## config.mk

```make
export PLATFORM = sky130hd
export DESIGN_NAME = uio_cpl_tracker
export DESIGN_NICKNAME = d
export VERILOG_FILES = /design/src/rtl/uio_trk_pkg.sv /design/src/rtl/uio_req_gate.sv /design/src/rtl/uio_tag_pool.sv /design/src/rtl/uio_req_out.sv /design/src/rtl/uio_cpl_tracker.sv
export SDC_FILE = /design/constraint.sdc
export NUM_CORES = 1
export LEC_CHECK = 0
export BUFFER_PORTS_ARGS = -buffer_cell sky130_fd_sc_hd__buf_4
export CELL_PAD_IN_SITES_DETAIL_PLACEMENT = 0
export CELL_PAD_IN_SITES_GLOBAL_PLACEMENT = 1
export CORE_UTILIZATION = 43
export DETAILED_ROUTE_END_ITERATION = 7
export HOLD_SLACK_MARGIN = 0.08
export PLACE_DENSITY_LB_ADDON = 0.1
export RECOVER_POWER = 25
export SLEW_MARGIN = 20
export SYNTH_ARGS = -nofsm -noshare
export SYNTH_HDL_FRONTEND = slang
export SYNTH_HIERARCHICAL = 1
export SYNTH_SLANG_ARGS = --single-unit
```

## constraint.sdc

```tcl
create_clock -name clk -period 2.8 [get_ports clk]
set_input_delay 0.28 -clock clk [delete_from_list [all_inputs] [get_ports clk]]
set_output_delay 0.28 -clock clk [all_outputs]
set_load 0.02 [all_outputs]
```

## src/rtl/uio_trk_pkg.sv

```systemverilog
package uio_trk_pkg;
  localparam int TAG_W  = 14;
  localparam int RID_W  = 16;
  localparam int TC_W   = 3;
  localparam int TXID_W = TC_W + RID_W + TAG_W;

  typedef struct packed {
    logic [TC_W-1:0]  tc;
    logic [RID_W-1:0] rid;
    logic [TAG_W-1:0] tag;
  } txid_t;

  function automatic txid_t make_txid(input logic [TC_W-1:0] tc,
                                      input logic [RID_W-1:0] rid,
                                      input logic [TAG_W-1:0] tag);
    txid_t t;
    t.tc  = tc;
    t.rid = rid;
    t.tag = tag;
    return t;
  endfunction
endpackage

```

## src/rtl/uio_req_gate.sv

```systemverilog
module uio_req_gate #(
  parameter int NUM_VC = 4,
  localparam int VC_W = (NUM_VC > 1) ? $clog2(NUM_VC) : 1
) (
  input  logic              cfg_req_en,
  input  logic              cfg_flit_mode,
  input  logic [NUM_VC-1:0] cfg_uio_vc_mask,
  input  logic [VC_W-1:0]   vc,
  output logic              legal
);
  logic vc_ok;

  always_comb begin
    vc_ok = 1'b0;
    for (int i = 1; i < NUM_VC; i++) begin
      if (vc == VC_W'(i) && cfg_uio_vc_mask[i]) vc_ok = 1'b1;
    end
  end

  assign legal = cfg_req_en & cfg_flit_mode & vc_ok;
endmodule

```

## src/rtl/uio_tag_pool.sv

```systemverilog
module uio_tag_pool
  import uio_trk_pkg::*;
#(
  parameter int NUM_ENT = 16,
  localparam int IDX_W = (NUM_ENT > 1) ? $clog2(NUM_ENT) : 1
) (
  input  logic              clk,
  input  logic              rst_n,
  input  logic [RID_W-1:0]  cfg_req_id,
  input  logic              alloc_en,
  input  logic [TC_W-1:0]   alloc_tc,
  input  logic              alloc_wr,
  output logic              has_free,
  output logic [IDX_W-1:0]  alloc_idx,
  input  logic              cp_valid,
  input  txid_t             cp_txid,
  output logic              rt_valid,
  output logic [TAG_W-1:0]  rt_tag,
  output logic              rt_is_write,
  output logic              unexp
);
  logic [NUM_ENT-1:0] busy;
  logic [TC_W-1:0]    tc_mem [NUM_ENT];
  logic [NUM_ENT-1:0] wr_mem;
  logic               hit;
  logic [IDX_W-1:0]   hit_idx;
  logic               tag_in_range;

  // lowest free entry wins
  always_comb begin
    has_free  = 1'b0;
    alloc_idx = '0;
    for (int i = NUM_ENT - 1; i >= 0; i--) begin
      if (!busy[i]) begin
        has_free  = 1'b1;
        alloc_idx = IDX_W'(i);
      end
    end
  end

  assign tag_in_range = (cp_txid.tag < TAG_W'(NUM_ENT));
  assign hit_idx      = cp_txid.tag[IDX_W-1:0];
  assign hit = tag_in_range && busy[hit_idx] &&
               (tc_mem[hit_idx] == cp_txid.tc) && (cp_txid.rid == cfg_req_id);

  always_ff @(posedge clk) begin
    if (!rst_n) begin
      busy        <= '0;
      wr_mem      <= '0;
      rt_valid    <= 1'b0;
      rt_tag      <= '0;
      rt_is_write <= 1'b0;
      unexp       <= 1'b0;
    end else begin
      rt_valid <= cp_valid && hit;
      unexp    <= cp_valid && !hit;
      if (cp_valid && hit) begin
        busy[hit_idx] <= 1'b0;
        rt_tag        <= TAG_W'(hit_idx);
        rt_is_write   <= wr_mem[hit_idx];
      end
      if (alloc_en) begin
        busy[alloc_idx]   <= 1'b1;
        wr_mem[alloc_idx] <= alloc_wr;
      end
    end
  end

  generate
    for (genvar g = 0; g < NUM_ENT; g++) begin : g_tc
      always_ff @(posedge clk) begin
        if (alloc_en && alloc_idx == IDX_W'(g)) tc_mem[g] <= alloc_tc;
      end
    end
  endgenerate

  AST_ALLOC_ONLY_FREE: assert property (@(posedge clk) disable iff (!rst_n)
    alloc_en |-> has_free && !busy[alloc_idx]);
  AST_HIT_RETIRES: assert property (@(posedge clk) disable iff (!rst_n)
    (cp_valid && hit) |=> rt_valid && !unexp && !busy[$past(hit_idx)]);
  AST_MISS_FLAGS: assert property (@(posedge clk) disable iff (!rst_n)
    (cp_valid && !hit && !alloc_en) |=> unexp && !rt_valid && $stable(busy));
endmodule

```

## src/rtl/uio_req_out.sv

```systemverilog
module uio_req_out
  import uio_trk_pkg::*;
#(
  parameter int VC_W = 2
) (
  input  logic             clk,
  input  logic             rst_n,
  input  logic             load,
  input  txid_t            in_txid,
  input  logic             in_wr,
  input  logic [VC_W-1:0]  in_vc,
  output logic             space,
  output logic             out_valid,
  input  logic             out_ready,
  output txid_t            out_txid,
  output logic             out_wr,
  output logic [VC_W-1:0]  out_vc
);
  assign space = !out_valid || out_ready;

  always_ff @(posedge clk) begin
    if (!rst_n) begin
      out_valid <= 1'b0;
      out_txid  <= '0;
      out_wr    <= 1'b0;
      out_vc    <= '0;
    end else if (load) begin
      out_valid <= 1'b1;
      out_txid  <= in_txid;
      out_wr    <= in_wr;
      out_vc    <= in_vc;
    end else if (out_ready) begin
      out_valid <= 1'b0;
    end
  end

  AST_HOLD_UNDER_BP: assert property (@(posedge clk) disable iff (!rst_n)
    (out_valid && !out_ready) |=> out_valid && $stable(out_txid) && $stable(out_vc));
  AST_NO_LOAD_WHEN_FULL: assert property (@(posedge clk) disable iff (!rst_n)
    (out_valid && !out_ready) |-> !load);
endmodule

```

## src/rtl/uio_cpl_tracker.sv

```systemverilog
module uio_cpl_tracker
  import uio_trk_pkg::*;
#(
  parameter int NUM_ENT = 16,
  parameter int NUM_VC  = 4,
  localparam int VC_W = (NUM_VC > 1) ? $clog2(NUM_VC) : 1,
  localparam int IDX_W = (NUM_ENT > 1) ? $clog2(NUM_ENT) : 1
) (
  input  logic              clk,
  input  logic              rst_n,
  input  logic              cfg_req_en,
  input  logic              cfg_flit_mode,
  input  logic [NUM_VC-1:0] cfg_uio_vc_mask,
  input  logic [RID_W-1:0]  cfg_req_id,
  input  logic              rq_in_valid,
  output logic              rq_in_ready,
  input  logic              rq_in_is_write,
  input  logic [TC_W-1:0]   rq_in_tc,
  input  logic [VC_W-1:0]   rq_in_vc,
  output logic              rq_out_valid,
  input  logic              rq_out_ready,
  output logic              rq_out_is_write,
  output logic [VC_W-1:0]   rq_out_vc,
  output logic [TXID_W-1:0] rq_out_txid,
  input  logic              cp_valid,
  input  logic [TXID_W-1:0] cp_txid,
  output logic              rt_valid,
  output logic [TAG_W-1:0]  rt_tag,
  output logic              rt_is_write,
  output logic              err_refused,
  output logic              err_unexpected
);
  logic             legal;
  logic             has_free;
  logic             space;
  logic             accept;
  logic [IDX_W-1:0] alloc_idx;
  txid_t            new_txid;
  txid_t            out_txid_s;

  uio_req_gate #(.NUM_VC(NUM_VC)) u_gate (
    .cfg_req_en      (cfg_req_en),
    .cfg_flit_mode   (cfg_flit_mode),
    .cfg_uio_vc_mask (cfg_uio_vc_mask),
    .vc              (rq_in_vc),
    .legal           (legal)
  );

  assign rq_in_ready = !legal || (has_free && space);
  assign accept      = rq_in_valid && legal && has_free && space;
  assign new_txid    = make_txid(rq_in_tc, cfg_req_id, TAG_W'(alloc_idx));

  uio_tag_pool #(.NUM_ENT(NUM_ENT)) u_pool (
    .clk         (clk),
    .rst_n       (rst_n),
    .cfg_req_id  (cfg_req_id),
    .alloc_en    (accept),
    .alloc_tc    (rq_in_tc),
    .alloc_wr    (rq_in_is_write),
    .has_free    (has_free),
    .alloc_idx   (alloc_idx),
    .cp_valid    (cp_valid),
    .cp_txid     (txid_t'(cp_txid)),
    .rt_valid    (rt_valid),
    .rt_tag      (rt_tag),
    .rt_is_write (rt_is_write),
    .unexp       (err_unexpected)
  );

  uio_req_out #(.VC_W(VC_W)) u_out (
    .clk       (clk),
    .rst_n     (rst_n),
    .load      (accept),
    .in_txid   (new_txid),
    .in_wr     (rq_in_is_write),
    .in_vc     (rq_in_vc),
    .space     (space),
    .out_valid (rq_out_valid),
    .out_ready (rq_out_ready),
    .out_txid  (out_txid_s),
    .out_wr    (rq_out_is_write),
    .out_vc    (rq_out_vc)
  );
  assign rq_out_txid = out_txid_s;

  always_ff @(posedge clk) begin
    if (!rst_n) err_refused <= 1'b0;
    else        err_refused <= rq_in_valid && !legal;
  end

  AST_NO_VC0_OUT: assert property (@(posedge clk) disable iff (!rst_n)
    rq_out_valid |-> rq_out_vc != '0);
  AST_REFUSE_PULSE: assert property (@(posedge clk) disable iff (!rst_n)
    (rq_in_valid && !legal) |-> rq_in_ready ##1 err_refused);
  AST_ERR_ONE_KIND: assert property (@(posedge clk) disable iff (!rst_n)
    !(rt_valid && err_unexpected));
endmodule

```

# == Word level (Yosys, flattened, before mapping) ==
# Memories as Yosys holds them, arrays and structs flattened.
# Cells that the tools add are included.
# classes
n_lt_le_gt_ge,5
eq_ne,20
n_mux,126
bitwise,5
reduce_logical,53
# op_table
cell,n
$mux 4,31
$mux 1,72
$mux 16,3
$mux 3,15
$reduce_or 3->1,15
$eq 4x4->1 const B,8
$logic_and 1x1->1,31
$and 16x16->16,1
$bwmux 16,1
$eq 16x16->1,1
$eq 4x3->1 const B,4
$not 16->16,1
$or 16x16->16,1
$lt 14x5->1 const B,1
$lt 4x5->1 const B,2
$bmux 1 s4,2
$demux 1 s4,2
$eq 4x2->1 const B,2
$ge 4x1->1 const B,2
$eq 2x2->1 const B,2
$eq 4x1->1 const B,1
$logic_not 4->1,1
$eq 3x3->1,1
$logic_not 1->1,3
4 further kinds,6
# word_totals
register_bits,67
mem_bits_rw,48
output_inout_bits,56
mem_count,1
# memory_table
name,words,width,rd,rd_clocked_by_memory_dff,wr,line_no,rtl
u_pool.tc_mem,16,3,1,0,1,uio_tag_pool.sv:23,logic [TC_W-1:0] tc_mem [NUM_ENT];

# == Depth between registers and ports, before layout ==
# depth
depth_word,37
depth_mapped,11

# == Cells and area by module ==
# The synthesis kept the hierarchy.
# modules_own_cells
mod,instances,cells_each,area_each_um2,seq_area_each_um2
uio_tag_pool,1,410,4523.1,2222.1
uio_req_out,1,119,1426.4,740.7
uio_cpl_tracker,1,5,51.3,20.0
uio_req_gate,1,4,31.3,0.0

# == Worst setup path before layout ==
# Ideal clock, no wire load.
# synth_path
path_type,in2reg
start,input cp_txid[0]
end,register u_pool.rt_is_write
setup_time_ns,0.116
arrival_time_ns,2.267
required_time_ns,2.684
path_slack_ns,0.417
cell_stages,9
path_buffers,1
path_cell_list,buf_6 -> mux4_2 -> xnor2_1 -> a41o_1 -> a21oi_2 -> or2_4 -> nor4b_4 -> mux2i_1 -> nor2b_1
# synth_via
elab_chain_cells,6
# synth_lines
element,line_no,rtl
from (decl),uio_cpl_tracker.sv:26,"input logic [TXID_W-1:0] cp_txid,"
branches (longest 6 deep; another with $lt 14x5->1),n/a,
to (signal assigned),uio_tag_pool.sv:60,rt_is_write <= wr_mem[hit_idx];
to (decl),uio_tag_pool.sv:19,"output logic rt_is_write,"
# Parallel ways; which one is timed is not known. The select of a mux whose other input is x is not followed.
# A chain may end at the register's enable or synchronous reset.

# == Worst setup path after layout ==
# layout_path
start,input cp_txid[1]
end,register u_pool.rt_tag[0]
# layout_via
elab_chain_cells,6
# layout_lines
element,line_no,rtl
branches (longest 3 deep; another with $lt 14x5->1),n/a,
$logic_and 1x1->1 *,uio_tag_pool.sv:43,assign hit = tag_in_range && busy[hit_idx] &&
$logic_and 1x1->1 *,uio_tag_pool.sv:44,(tc_mem[hit_idx] == cp_txid.tc) && (cp_txid.rid == cfg_req_id);
$logic_and 1x1->1 *,uio_tag_pool.sv:57,if (cp_valid && hit) begin
to (signal assigned),uio_tag_pool.sv:59,rt_tag <= TAG_W'(hit_idx);
to (decl),uio_tag_pool.sv:18,"output logic [TAG_W-1:0] rt_tag,"
# Every way passes the cells marked *. The select of a mux whose other input is x is not followed.

==> results.yml <==
synthesis:
  ys_warn_count: 6
  yosys_register_bits: 125
  synth_flop_cell: "dfxtp_1"
  async_flop_share_pct: 0
  synth.distinct_cells: 59
  synthCells: 538
  syn_area_per_cell_sq_um: 11.2
  synth.cell_area_sq_um: 6030
  synth_edf_count: 48
  ys_seq_area_share_pct: 49.5
grt:
  grt_pass1_wl_mm: 24.0
  grt_max_degree: 78
  antenna_found_initial: 0
  grt_pass1_vias: 4622
  track_usage_pct: 21.9
  grt-ovfl-total: 0
final_layout:
  final_nets: 741
  ff_latch_area_sq_um: 2980
  drive_above_1_share_pct: 27.3
  final_cell_mix: "buf_4, dfxtp_1, mux2i_1"
  design_area_sq_um: 7630
  mostFrequentLayoutCell: "buf_4"
  fillers: 1182
  multi_input_area_sq_um: 2770
  diodes: 0
  syn2layout_area_growth_pct: 26.6
critical_path:
  regToRegSetupSlack_ns: 0.24
  r2r-start: "u_pool/tc_mem[14][0]$_DFFE_PP_"
  path_cells: "buf_4 -> buf_12 -> buf_4 -> mux4_1 -> and2_2 -> a41o_1 -> a21oi_2 -> or2_4 -> nor4b_4 -> buf_4 -> mux2i_1 -> nor2b_1"
  worst-path-max-fanout: 15
  critPathMaxStageDelay_ns: 0.57
  required_ns: 3.10
  r2r_cells: 10
  crit_top_cell: "buf_4"
  crit_start: "cp_txid[1]"
  crit_end: "u_pool/rt_tag[0]$_SDFFE_PN0P_"
  slowest_stage: "mux4_1"
  crit_path_start_kind: "input pin"
  cp-end-kind: "flip-flop"
  cp_data_arrival_time_ns: 2.87
  reg2reg_to: "u_pool/rt_tag[0]$_SDFFE_PN0P_"
  worstSetupPathType: "input pin to flip-flop"
detailed_routing:
  met3_length_um: 705
  finalWirelength_mm: 14.9
  drc: 0
  drtPass1Iterations: 5
  wl_per_cell_um: 17.3
  drtIter0Drc: 249
  top_layer: "met4"
  avgViaCountPerCell: 5.29
  wl_met1_mm: 6.72
  vias: 4571
  drtAntennaViolNets: 0
  wl_met2_mm: 7.16
place:
  place_ws_ns: -0.119
  portBuffers: 110
  post_dp_cell_area_sq_um: 7040
  place.gp.congestion: 0.900
  hpwlAfterDp_mm: 10.8
die:
  core_area_sq_um: 13500
  rows: 42
  die_h_um: 120
  die_width_um: 120
  io_pins: 122
  dieArea_sq_um: 14500
  initial_core_util_pct: 44.8
sta:
  rsz0062_at_grt: "false"
  tightest_slew_ns: 1.25
  max_freq_mhz: 388
  fin_tns_setup_ns: 0
  clock_skew_ns: 0.00462
  slew_headroom_pct: 16.9
  post-route-period-util_pct: 92.1
  min_period_ns: 2.58
  finalWorstSetupSlack_ns: 0.222
  finalSetupViolCount: 0
  slew_violations: 0
  timing.final.hold_violations: 0
clock_network:
  clk_latency_ns: 0.41
  clock-sinks: 125
  cts-root-buf: "clkbuf_16"
  numCtsBuffers: 17
  cts_buffer_depth: 2
  tritoncts: "done"
  htree_levels: 4
  clk_pin_slew_ns: 0.05
pwr:
  sw_frac_of_total_pct: 22.8
  clockPowerShare_pct: 48.4
  seqPwrFrac_pct: 43.4
  comb_power_share_pct: 8.2
  p_total_mw: 4.40
  internal_power_mw: 3.40
  peakVddDrop_mv: 0.329
  power_switching_mw: 1.00
  cellPowerDensity_nw_per_um2: 576
  p_leak_nw: 2.83
worst_hold_path:
  worstHoldPathType: "input pin to flip-flop"
status:
  status: "finished, final reports clean"
flow_run:
  cap_viol_max_count: 0
## state kept, by name, summed over array words and instances (netlist names)
register / cells
u_out/out_wr: 1
err_refused: 1
u_pool/rt_valid: 1
u_out/out_valid: 1
u_pool/busy: 16
u_pool/wr_mem: 16
u_out/out_vc: 2
u_out/out_txid: 33
u_pool/tc_mem: 48
u_pool/rt_tag: 4
u_pool/rt_is_write: 1
u_pool/unexp: 1
## what timing repair did
action	4_1_cts	5_1_grt
gates resized for setup	0	6
setup endpoints to repair	0	21
hold buffers	0	0
setup buffers	0	1
## cell type report
cell class / count / share of cell area (%)
flip-flops and latches: 125 / 39.1
multi-input cells: 373 / 36.2
repair buffers: 135 / 13.0
clock buffers: 18 / 5.75
well taps: 176 / 2.88
clock inverters: 14 / 1.92
inverters: 23 / 1.13
## worst min-delay path by stage
stage                                       start                       endpoint  slack [ns]  depth (start not counted)
global route                          rq_in_valid         err_refused$_SDFF_PN0_        0.13                          2
global placement    u_pool/wr_mem[6]$_SDFFE_PN0P_  u_pool/wr_mem[6]$_SDFFE_PN0P_        0.45                          2
CTS                                   rq_in_valid         err_refused$_SDFF_PN0_        0.11                          2
finish                                rq_in_valid         err_refused$_SDFF_PN0_        0.12                          2
floorplan                             rq_in_tc[0]  u_pool/tc_mem[0][0]$_DFFE_PP_        0.38                          0
detailed placement  u_pool/wr_mem[2]$_SDFFE_PN0P_  u_pool/wr_mem[2]$_SDFFE_PN0P_        0.46                          2
## synthesized netlist by cell type (all sizes together), types with 2 or more instances
library cell,instances,area (sq um)
dfxtp,77,1540
nand3,12,60.1
and2,2,13.8
a211oi,4,35.0
nor4b,2,32.5
a31oi,17,106
nor2b,49,307
nand2,39,146
edfxtp,48,1440
mux2,9,101
buf,19,193
and4,2,17.5
clkbuf,15,86.3
nor2,16,60.1
nor3,7,35.0
o21a,3,22.5
mux2i,57,571
and3,3,18.8
mux4,12,302
xnor2,18,158
conb,2,7.51
a21boi,13,97.6
a22oi,2,15.0
nand3b,3,22.5
nor4,10,62.6
a21oi,8,43.8
nand2b,5,31.3
o221ai,3,26.3
nand4,11,68.8
o21ai,28,140
inv,23,86.3
xor2,3,26.3
## routing by layer
| metal | vias up | global-route usage (%) |
|---|---|---|
| li1 | 2202 | - |
| met2 | 149 | 35.6 |
| met1 | 2190 | 28.0 |
| met4 | 0 | 10.2 |
| met5 | - | 0 |
| met3 | 30 | 4.53 |
## critical path: cells and delay by family
kind,cells,cell delay (ns)
buffers and inverters,4,0.73
AO/OA/AOI/OAI,2,0.58
multiplexers,2,0.74
AND/OR/NAND/NOR,4,0.53
## logic make-up (layout without fill, tap and decap cells)
family	count (synthesis)	after routing	share of synthesized area, %
compound gates	89	89	9.81
xor+xnor	21	21	3.05
mux	78	78	16.1
simple gates	165	165	15.1
other cells	2	20	0.125
flops	125	125	49.5
buf+inv	58	190	6.37
## through the flow
step           cells  utilization [%]  hold WS [ns]
3_3_place_gp     831             52.3         0.454
6_report         864             56.8         0.125
4_1_cts          863             56.7         0.109
2_1_floorplan    556                -         0.379
3_5_place_dp     831             52.3         0.458
5_1_grt          864             56.8         0.125
## power groups by stage
stage | registers [mW] | logic [mW] | clock network (mW)
finish | 1.91 | 0.361 | 2.13
global route | 1.91 | 0.390 | 2.25
CTS | 1.91 | 0.362 | 2.16
detailed placement | 1.95 | 0.361 | 0
global placement | 1.95 | 0.355 | 0
floorplan | 1.96 | 0.203 | 0
Power figures use the tool's default switching activity.
